## config.mk

```make
export PLATFORM = sky130hd
export DESIGN_NAME = onehot_par_mux
export DESIGN_NICKNAME = d
export VERILOG_FILES = /design/src/rtl/ohm_pkg.sv /design/src/rtl/ohm_pick_classify.sv /design/src/rtl/ohm_and_or_plane.sv /design/src/rtl/onehot_par_mux.sv
export SDC_FILE = /design/constraint.sdc
export NUM_CORES = 1
export LEC_CHECK = 0
export BUFFER_PORTS_ARGS = -buffer_cell sky130_fd_sc_hd__buf_2
export CAP_MARGIN = 25
export CORE_AREA = 2 2 39 41
export DETAILED_ROUTE_END_ITERATION = 8
export DIE_AREA = 0 0 41 43
export PLACE_DENSITY = 0.73
export SLEW_MARGIN = 20
export SYNTH_ARGS = -nofsm -noshare
export SYNTH_HDL_FRONTEND = slang
export SYNTH_SLANG_ARGS = --single-unit
```

## constraint.sdc

```tcl
create_clock -name vclk -period 1
set_input_delay 0.1 -clock vclk [all_inputs]
set_output_delay 0.1 -clock vclk [all_outputs]
set_load 0.05 [all_outputs]
```

## src/rtl/ohm_pkg.sv

```systemverilog
// Shared types for the one-hot parallel multiplexer.
// Assumes: consumers import the package; no state is held here.
package ohm_pkg;

    // Classification of a pick vector by how many bits are set.
    typedef enum logic [1:0] {
        PICK_NONE = 2'd0,
        PICK_ONE  = 2'd1,
        PICK_MANY = 2'd2
    } pick_class_e;

endpackage

```

## src/rtl/ohm_pick_classify.sv

```systemverilog
// Classifies a pick vector as empty, single-hot or multi-hot.
// Assumes: S_WIDTH >= 1. Pairwise AND terms are used, so no
// priority chain and no counter appear in the logic.
module ohm_pick_classify
    import ohm_pkg::*;
#(
    parameter int S_WIDTH = 4
) (
    input  logic [S_WIDTH-1:0] pick_i,
    output pick_class_e        class_o
);

    logic        any_set;
    logic        many_set;
    pick_class_e cls;

    // Purpose: detect any set bit and any set pair, then classify.
    always_comb begin
        any_set  = 1'b0;
        many_set = 1'b0;
        for (int i = 0; i < S_WIDTH; i++) begin
            any_set = any_set | pick_i[i];
            for (int j = i + 1; j < S_WIDTH; j++) begin
                many_set = many_set | (pick_i[i] & pick_i[j]);
            end
        end
        if (many_set)     cls = PICK_MANY;
        else if (any_set) cls = PICK_ONE;
        else              cls = PICK_NONE;
        class_o = cls;

        AST_MANY_IFF_TWO_SET: assert ((cls == PICK_MANY) == ($countones(pick_i) > 1));
        AST_NONE_IFF_ZERO:    assert ((cls == PICK_NONE) == (pick_i == '0));
    end

endmodule

```

## src/rtl/ohm_and_or_plane.sv

```systemverilog
// AND-OR data plane. Each case slice is gated by its pick bit, the
// default word is gated by "no pick set", and the gated words are ORed.
// Assumes: at most one pick bit is set when the result is used.
module ohm_and_or_plane #(
    parameter int WIDTH   = 8,
    parameter int S_WIDTH = 4
) (
    input  logic [WIDTH-1:0]         dflt_i,
    input  logic [WIDTH*S_WIDTH-1:0] cases_i,
    input  logic [S_WIDTH-1:0]       pick_i,
    output logic [WIDTH-1:0]         word_o
);

    logic [WIDTH-1:0] acc;

    // Purpose: form the OR of the gated slices and the gated default.
    always_comb begin
        acc = dflt_i & {WIDTH{~|pick_i}};
        for (int n = 0; n < S_WIDTH; n++) begin
            acc = acc | (cases_i[n*WIDTH +: WIDTH] & {WIDTH{pick_i[n]}});
        end
        word_o = acc;

        if (pick_i == '0) begin
            AST_ZERO_PICK_GIVES_DFLT: assert (acc == dflt_i);
        end
        for (int n = 0; n < S_WIDTH; n++) begin
            if (pick_i == (S_WIDTH'(1) << n)) begin
                AST_SINGLE_PICK_GIVES_SLICE: assert (acc == cases_i[n*WIDTH +: WIDTH]);
            end
        end
    end

endmodule

```

## src/rtl/onehot_par_mux.sv

```systemverilog
// One-hot parallel multiplexer with a default word and a multi-hot flag.
// Assumes: purely combinational use. word_o is meaningful only while
// multi_hot_o is low. S_WIDTH == 1 selects a plain two-way variant.
module onehot_par_mux
    import ohm_pkg::*;
#(
    parameter int WIDTH   = 8,
    parameter int S_WIDTH = 4
) (
    input  logic [WIDTH-1:0]           dflt_i,
    input  logic [WIDTH*S_WIDTH-1:0]   cases_i,
    input  logic [S_WIDTH-1:0]         pick_i,
    output logic [WIDTH-1:0]           word_o,
    output logic                       multi_hot_o
);

    localparam int CASE_BITS = WIDTH * S_WIDTH;

    generate
        if (S_WIDTH == 1) begin : g_two_way
            // Purpose: a single pick bit reduces to a 2:1 selector.
            always_comb begin
                word_o      = pick_i[0] ? cases_i[CASE_BITS-1:0] : dflt_i;
                multi_hot_o = 1'b0;
            end
        end else begin : g_plane
            pick_class_e cls;

            ohm_pick_classify #(
                .S_WIDTH (S_WIDTH)
            ) classify_i (
                .pick_i  (pick_i),
                .class_o (cls)
            );

            ohm_and_or_plane #(
                .WIDTH   (WIDTH),
                .S_WIDTH (S_WIDTH)
            ) plane_i (
                .dflt_i  (dflt_i),
                .cases_i (cases_i),
                .pick_i  (pick_i),
                .word_o  (word_o)
            );

            // Purpose: raise the flag for an undefined (multi-hot) pick.
            always_comb begin
                multi_hot_o = (cls == PICK_MANY);
            end
        end
    endgenerate

endmodule

```

==> flow_metrics.tcl, run 1 <==
set metrics [dict create \
    yosysUniqueCellTypes 9 \
    fin_ws_ns -0.3538 \
    hold_buffers 0 \
    path_delay_family "simple AND/OR/NAND/NOR gates" \
    die_w_um 41 \
    cp_common_cell "buf_6" \
    drtPass1Iterations 4 \
    antenna_found_initial 0 \
    nets 141 \
    start_util 0.2224 \
    ys_seq_area_frac 0 \
    relSlewSlack 0.8071 \
    hp-start "cases_i[25]" \
    powerDensity_nw_per_um2 609.4 \
    synth_top_area_frac 0.3902 \
    antennaDiodeCount 0 \
    yosysWarnings 0 \
    die_y_um 43 \
    yosysMostFrequentCell "a22oi_1" \
    cp_max_fo 8 \
    syn-cell-area_sq_um 307.8 \
    grt_overflow 0 \
    syn_nets 85 \
    dp_hpwl_mm 1.040 \
    io_pins 53 \
    fin_hold_ws_ns 0.5910 \
    ant_nets 0 \
    hp-class "input port to output pin" \
    drv_cap 0 \
    coreArea_sq_um 1384 \
    grt_max_degree 11 \
    critPathSlowestCell "or4_4" \
    grt_usage 0.1523 \
    start_kind "input port" \
    slew_viol_final 0 \
    end_kind "output pin" \
    grt_pass1_vias 546 \
    grt_pass1_wl_mm 1.994 \
    drive_gt1_frac 0.7474 \
    cpPeakStageDelay_ns 0.67 \
    peakVddDrop_v 0.0003258 \
    violations "setup timing" \
    max_freq_ghz 0.7387 \
    rsz0062_at_grt "yes" \
    cp_num_buf_inv 2 \
    drt_iter0_drc 13 \
    drc_errors 0 \
    critPathLaunch "pick_i[0]" \
    num_vias 550 \
    leakagePower_uw 0.0004099 \
    cp.required_ns 0.90 \
    n_clock_buffer 0 \
    seq_cells 0 \
    synthCells 41 \
    cp_cell_sequence "buf_6 -> or4_4 -> o211ai_4 -> buf_6" \
    timing_hold_violations_final 0 \
    worst_pin_slew_ns 0.2894 \
    syn_avg_cell_area_sq_um 7.507 \
    arrival_ns 1.25 \
    dieArea_sq_um 1763 \
    seq_area_sq_um 0 \
    fp-row-count 14 \
    period_share 1.354 \
    wire_per_inst_um 11.95 \
    gp_congestion 0.6090 \
    setup-tns-final_ns -2.775 \
    status "complete, but fails checks" \
    crit_type "input port to output pin" \
    yosysTopAreaCell "a22oi_1" \
    io_buffer_count 53 \
    vias_per_cell 4.955 \
    synthTopCellsByCount "16 x a22oi_1, 8 x inv_1, 8 x o211ai_2" \
    period_needed_ns 1.354 \
    setup_viol_count_final 8 \
    area_delta_synth_final_pct 150.4 \
    synth_area_leaders "a22oi_1 39%, o211ai_2 33%, inv_1 9.8%" \
    wl_mm 1.327 \
    final.fill_count 130 \
]
==> tightest hold or removal path: stages <==
cell	delay, ns
buf_2	0.08
a22oi_1	0.08
o211ai_4	0.08
buf_6	0.15
==> cell type report <==
class              count  area (sq um)  share of cell area
repair buffers        59         382.9              0.4968
multi-input cells     28         337.8              0.4383
inverters              8         30.03             0.03896
well taps             16         20.02             0.02597
==> cell families after synthesis <==
kind of cell	count (synthesis)	synth area share
buffers and inverters	13	0.1870
AND/OR/NAND/NOR	2	0.04877
AO/OA/AOI/OAI	26	0.7642
==> per-stage QoR <==
step           instance area (sq um)  setup WS, ns  total power, uW  cells    util
2_1_floorplan                  385.4       -0.2516            273.8     41       -
3_3_place_gp                   688.2       -0.4586            407.9    111  0.4973
3_5_place_dp                   688.2       -0.4726            414.3    111  0.4973
4_1_cts                        760.7       -0.3784            468.7    111  0.5497
5_1_grt                        770.7       -0.3772            498.8    111  0.5570
6_report                       770.7       -0.3538            469.7    111  0.5570
==> repair_timing <==
action | 4_1_cts | 5_1_grt
pin swaps | 2 | 3
buffers inserted | 1 | 0
setup endpoints to repair | 9 | 9
gates resized for setup | 21 | 2
gates cloned | 0 | 0
==> per-layer routing <==
metal,up-vias,routed length [um],GRT usage
met2,32,731,0.3281
met1,244,476,0.1502
li1,274,-,-
met3,0,120,0
met4,0,0,0
met5,-,0,0
==> worst paths after layout <==
path,depth (start not counted),endpoint
max,4,word_o[4]
min,4,word_o[1]
==> placed cells by master, fill, tap and decap left out <==
cell type	n
buf_4	5
buf_2	42
a22oi_1	16
inv_1	8
buf_6	12
a211oi_2	2
o211ai_4	8
nor2_4	1
or4_4	1
==> where the power goes <==
group / switching [uW] / leakage, uW / internal [uW] / total (uW)
registers: 0 / 0 / 0 / 0
logic: 259 / 0.000410 / 210 / 470
clock network: 0 / 0 / 0 / 0
total: 259 / 0.000410 / 210 / 470
Power figures use the tool's default switching activity.
==> run 2, diff against run 1 <==
Settings changed: ABC_AREA from default to 1, CORE_AREA 2 2 39 41 to default, CORE_UTILIZATION from default to 29, DIE_AREA 0 0 41 43 to default, PLACE_DENSITY 0.73 to 0.8.
==> run 2 against run 1 <==
Against the previous run: the run now ends clean; sequential share of layout area unchanged; hold slack worse by 0.010 ns; synthesized area up 25%; power down 15%; synthesized cell count up 100%; count of clock-buffer cells in the layout unchanged; largest cell class is now multi-input combinational cells.
==> flow_metrics.tcl, run 2 <==
set metrics [dict create \
    worstHoldPathCells 4 \
    grt_most_used_layer "met2" \
    start_util 0.3280 \
    dp_hpwl_mm 1.012 \
    fin_util 0.5759 \
    pre_cts_ws_ns -0.01063 \
    timing_hold_violations_final 0 \
    cp_max_fo 10 \
    drv_cap 0 \
    relSlewSlack 0.8347 \
    io_pins 53 \
    synth_top_area_frac 0.5961 \
    syn_avg_cell_area_sq_um 4.573 \
    coreArea_sq_um 1171 \
    yosysWarnings 0 \
    grtUsageMet1 0.2055 \
    synthCells 84 \
    slew_viol_final 0 \
    final.fill_count 128 \
    grt.met3_usage 0.01163 \
    hp-start "dflt_i[6]" \
    drtPass1Iterations 4 \
    yosysUniqueCellTypes 7 \
    critPathSlowestCell "buf_4" \
    crit_type "input port to output pin" \
    fin_ws_ns 0.05704 \
    dieArea_sq_um 1474 \
    drive_gt1_frac 0.4179 \
    syn-cell-area_sq_um 384.1 \
    period_needed_ns 0.9430 \
    arrival_ns 0.84 \
    final_common_cell "nand2_1" \
    grt_use_met2 0.3432 \
    grt_max_degree 11 \
    nets 180 \
    synth_area_leaders "nand2_1 60%, nand3_1 10%, nor2_8 10%" \
    grt_overflow 0 \
    syn_nets 128 \
    grt_pass1_vias 515 \
    final_cell_mix "61 x nand2_1, 41 x buf_2, 8 x nor2_1, 8 x nand3_1, 6 x buf_4" \
    ys_seq_area_frac 0 \
    fp-row-count 12 \
    synthTopCellsByCount "61 x nand2_1, 8 x nand3_1, 8 x nor2_1" \
    drc_errors 0 \
    wire_per_inst_um 8.939 \
    fin_hold_ws_ns 0.5810 \
    n_clock_buffer 0 \
    cp.required_ns 0.90 \
    grt_pass1_wl_mm 1.911 \
    wl_mm 1.323 \
    num_vias 658 \
    end_kind "output pin" \
    leakagePower_uw 0.0004417 \
    area_delta_synth_final_pct 75.57 \
    peakVddDrop_v 0.0002692 \
    cpPeakStageDelay_ns 0.20 \
    powerDensity_nw_per_um2 589.1 \
    seq_cells 0 \
    antennaDiodeCount 0 \
    hp-class "input port to output pin" \
    start_kind "input port" \
    worst_pin_slew_ns 0.2496 \
    setup_viol_count_final 0 \
    seq_area_sq_um 0 \
    die_w_um 38.40 \
    yosysMostFrequentCell "nand2_1" \
    ant_nets 0 \
    period_share 0.9430 \
    die_y_um 38.40 \
    vias_per_cell 4.446 \
    cp_cell_sequence "clkbuf_4 -> nor2_8 -> nand3_1 -> nand2_1 -> buf_4" \
    worst_hold_path.endpoint "word_o[6]" \
    io_buffer_count 53 \
    yosysTopAreaCell "nand2_1" \
    max_freq_ghz 1.060 \
    antenna_found_initial 0 \
    gp_congestion 0.6519 \
    grt_usage 0.1711 \
    drt_iter0_drc 11 \
    hold_buffers 0 \
    status "completed" \
]
run 2: cell count changes in the layout (fill, tap and decap cells not counted), sizes merged, moves of 7 or more:
cell and delta:
o211ai -8, nand3 +8, inv -7, nor2 +10, a22oi -16, nand2 +61, buf -10
run 2: kinds of logic (layout without fill, tap and decap cells):
family | Yosys count | count (layout) | share of synthesized area
buf+inv | 5 | 54 | 0.1173
simple gates | 79 | 80 | 0.8827
run 2: layout make-up:
cell class | instances | area [sq um] | share of cell area
multi-input combinational | 80 | 350.3 | 0.5195
timing repair buffer | 53 | 302.8 | 0.4490
tap | 14 | 17.52 | 0.02597
inverter | 1 | 3.754 | 0.005566
run 2: how the worst max path moves through the flow:
stage | start | cells past startpoint | end | slack, ns
finish | pick_i[1] | 5 | word_o[7] | 0.06
global route | pick_i[1] | 5 | word_o[0] | -0.005
CTS | pick_i[0] | 5 | word_o[0] | 0.0007
detailed placement | pick_i[0] | 5 | word_o[7] | -0.01
global placement | pick_i[0] | 5 | word_o[7] | 0.003
floorplan | pick_i[3] | 4 | word_o[0] | 0.10
run 2: routing by layer:
| layer | up-vias | part of all wire |
|---|---|---|
| met5 | - | 0 |
| li1 | 362 | - |
| met4 | 0 | 0.014 |
| met1 | 258 | 0.42 |
| met2 | 36 | 0.46 |
| met3 | 2 | 0.11 |
run 2: metrics by stage:
| step | instance area [sq um] | power [uW] | TNS, ns | cells |
|---|---|---|---|---|
| final | 674.4 | 397.3 | 0 | 148 |
| after global routing | 674.4 | 431.8 | -0.005238 | 148 |
| after CTS | 628.1 | 366.5 | 0 | 147 |
| after detailed placement | 625.6 | 363.0 | -0.01063 | 147 |
| after global placement | 625.6 | 359.6 | 0 | 147 |
| after floorplan | 384.1 | 248.7 | 0 | 84 |
run 2: what timing repair did:
action | in CTS | in global routing
endpoints found under the setup margin | 1 | 9
pin swaps | 0 | 1
endpoints found under the hold margin | 0 | 0
resized for setup | 1 | 20
setup buffers | 0 | 0
cloned | 0 | 1
run 2: report_power, final:
| part | internal [uW] | switching [uW] | leakage (uW) |
|---|---|---|---|
| sequential | 0 | 0 | 0 |
| combinational | 153 | 245 | 0.000442 |
| clock | 0 | 0 | 0 |
| total | 153 | 245 | 0.000442 |
run 2: critical path, delay by kind of cell:
| family | cells | cell delay, ns |
|---|---|---|
| buffers and inverters | 2 | 0.38 |
| and+or+nand+nor | 3 | 0.36 |
==> run 3, diff against run 2 <==
Settings changed: CORE_AREA from default to 2 2 39 41, CORE_UTILIZATION 29 to default, DIE_AREA from default to 0 0 41 43, PLACE_DENSITY 0.8 to 0.76.
Clock period 1 ns to 1.2 ns, I/O delays scaled along.
==> run 3 against run 2 <==
Against the previous run: first-iteration DRC count grew 36%; power shrank 24%; combinational power shrank 24%; via count shrank 2.1%; count of clock-buffer cells in the layout is the same; wire length shrank 1.2%; critical path depth is the same; design area shrank 6.9%; core utilization shrank 12 points; largest power group unchanged.
==> flow_metrics.tcl, run 3 (synthesis gave the netlist of run 2 again) <==
set metrics [dict create \
    grt_overflow 0 \
    post_cts_buffers 0 \
    io_pins 53 \
    num_vias 644 \
    hp-class "input port to output pin" \
    drt_iter0_drc 15 \
    cp_num_buf_inv 2 \
    coreArea_sq_um 1384 \
    wl_mm 1.307 \
    cp_max_fo 10 \
    drive_gt1_frac 0.4135 \
    cts_resized 0 \
    final.fill_count 177 \
    die_w_um 41 \
    grt_max_degree 11 \
    seq_area_sq_um 0 \
    gp_congestion 0.7419 \
    seq_cells 0 \
    area_delta_synth_final_pct 63.52 \
    crit_end "word_o[1]" \
    die_y_um 43 \
    fin_hold_ws_ns 0.6485 \
    leakagePower_uw 0.0004233 \
    grt_usage 0.1578 \
    rsz0062_at_grt "no" \
    dieArea_sq_um 1763 \
    final_common_cell "nand2_1" \
    cp_common_cell "buf_2" \
    nets 179 \
    io_buffer_count 53 \
    arrival_ns 0.92 \
    worst-path-stages 5 \
    cp.required_ns 1.08 \
    drtPass1Iterations 4 \
    period_share 0.8708 \
    period_needed_ns 1.045 \
    dp_hpwl_mm 1.142 \
    n_clock_buffer 0 \
    critPathSlowestCell "buf_2" \
    relSlewSlack 0.8339 \
    powerDensity_nw_per_um2 481.9 \
    drv_cap 0 \
    start_kind "input port" \
    end_kind "output pin" \
    setup-tns-final_ns 0 \
    grt_pass1_vias 569 \
    grt_pass1_wl_mm 2.090 \
    fp-row-count 14 \
    timing_hold_violations_final 0 \
    cp_cell_sequence "buf_2 -> nor2_8 -> nand3_1 -> nand2_1 -> buf_2" \
    slew_viol_final 0 \
    crit_type "input port to output pin" \
    cpPeakStageDelay_ns 0.26 \
    vias_per_cell 4.322 \
    antennaDiodeCount 0 \
    worst_pin_slew_ns 0.2508 \
    setup_viol_count_final 0 \
    wire_per_inst_um 8.772 \
    final_cell_mix "61 x nand2_1, 53 x buf_2, 8 x nor2_1, 8 x nand3_1, 2 x nor2_8" \
    critPathLaunch "pick_i[0]" \
    max_freq_ghz 0.9570 \
    drc_errors 0 \
    peakVddDrop_v 0.0002215 \
    antenna_found_initial 0 \
    status "completed" \
    start_util 0.2776 \
    path_delay_family "buffers and inverters" \
    hold_buffers 0 \
    ant_nets 0 \
]
-- run 3: cell count changes in the layout (fill, tap and decap cells not counted), sizes merged --
cell / before / now
clkbuf: 4 / 0
nor2: 11 / 10
buf: 49 / 53
-- run 3: final cells by class --
class | instances | area (sq um) | share of cell area
multi-input combinational | 79 | 339.1 | 0.5398
tap | 16 | 20.02 | 0.03187
timing repair buffer | 53 | 265.3 | 0.4223
inverter | 1 | 3.754 | 0.005976
-- run 3: where the power goes --
group	switching, uW	internal (uW)	total, uW
Clock	0	0	0
Combinational	198	104	303
Sequential	0	0	0
-- run 3: how the worst min path moves through the flow --
stage                    from        end  slack (ns)  cells after the start
floorplan           dflt_i[0]  word_o[0]        0.58                      2
global placement    dflt_i[4]  word_o[4]        0.64                      4
detailed placement  dflt_i[7]  word_o[7]        0.65                      4
CTS                 dflt_i[7]  word_o[7]        0.65                      4
global route        dflt_i[0]  word_o[0]        0.66                      4
finish              dflt_i[4]  word_o[4]        0.65                      4
-- run 3: layer usage --
metal / wire [um] / track usage / vias to the layer above
met5: 0 / 0 / -
li1: - / - / 353
met4: 23 / 0.02667 / 0
met2: 668 / 0.2594 / 28
met3: 78 / 0 / 4
met1: 537 / 0.2247 / 259
-- run 3: through the flow --
step	area [sq um]	utilization	cells	setup slack (ns)	total power [uW]
global placement	628.1	0.4539	149	0.1899	299.9
detailed placement	628.1	0.4539	149	0.1600	303.7
global route	628.1	0.4539	149	0.09428	333.7
finish	628.1	0.4539	149	0.1551	302.7
floorplan	384.1	-	84	0.2624	207.3
CTS	628.1	0.4539	149	0.1600	304.6
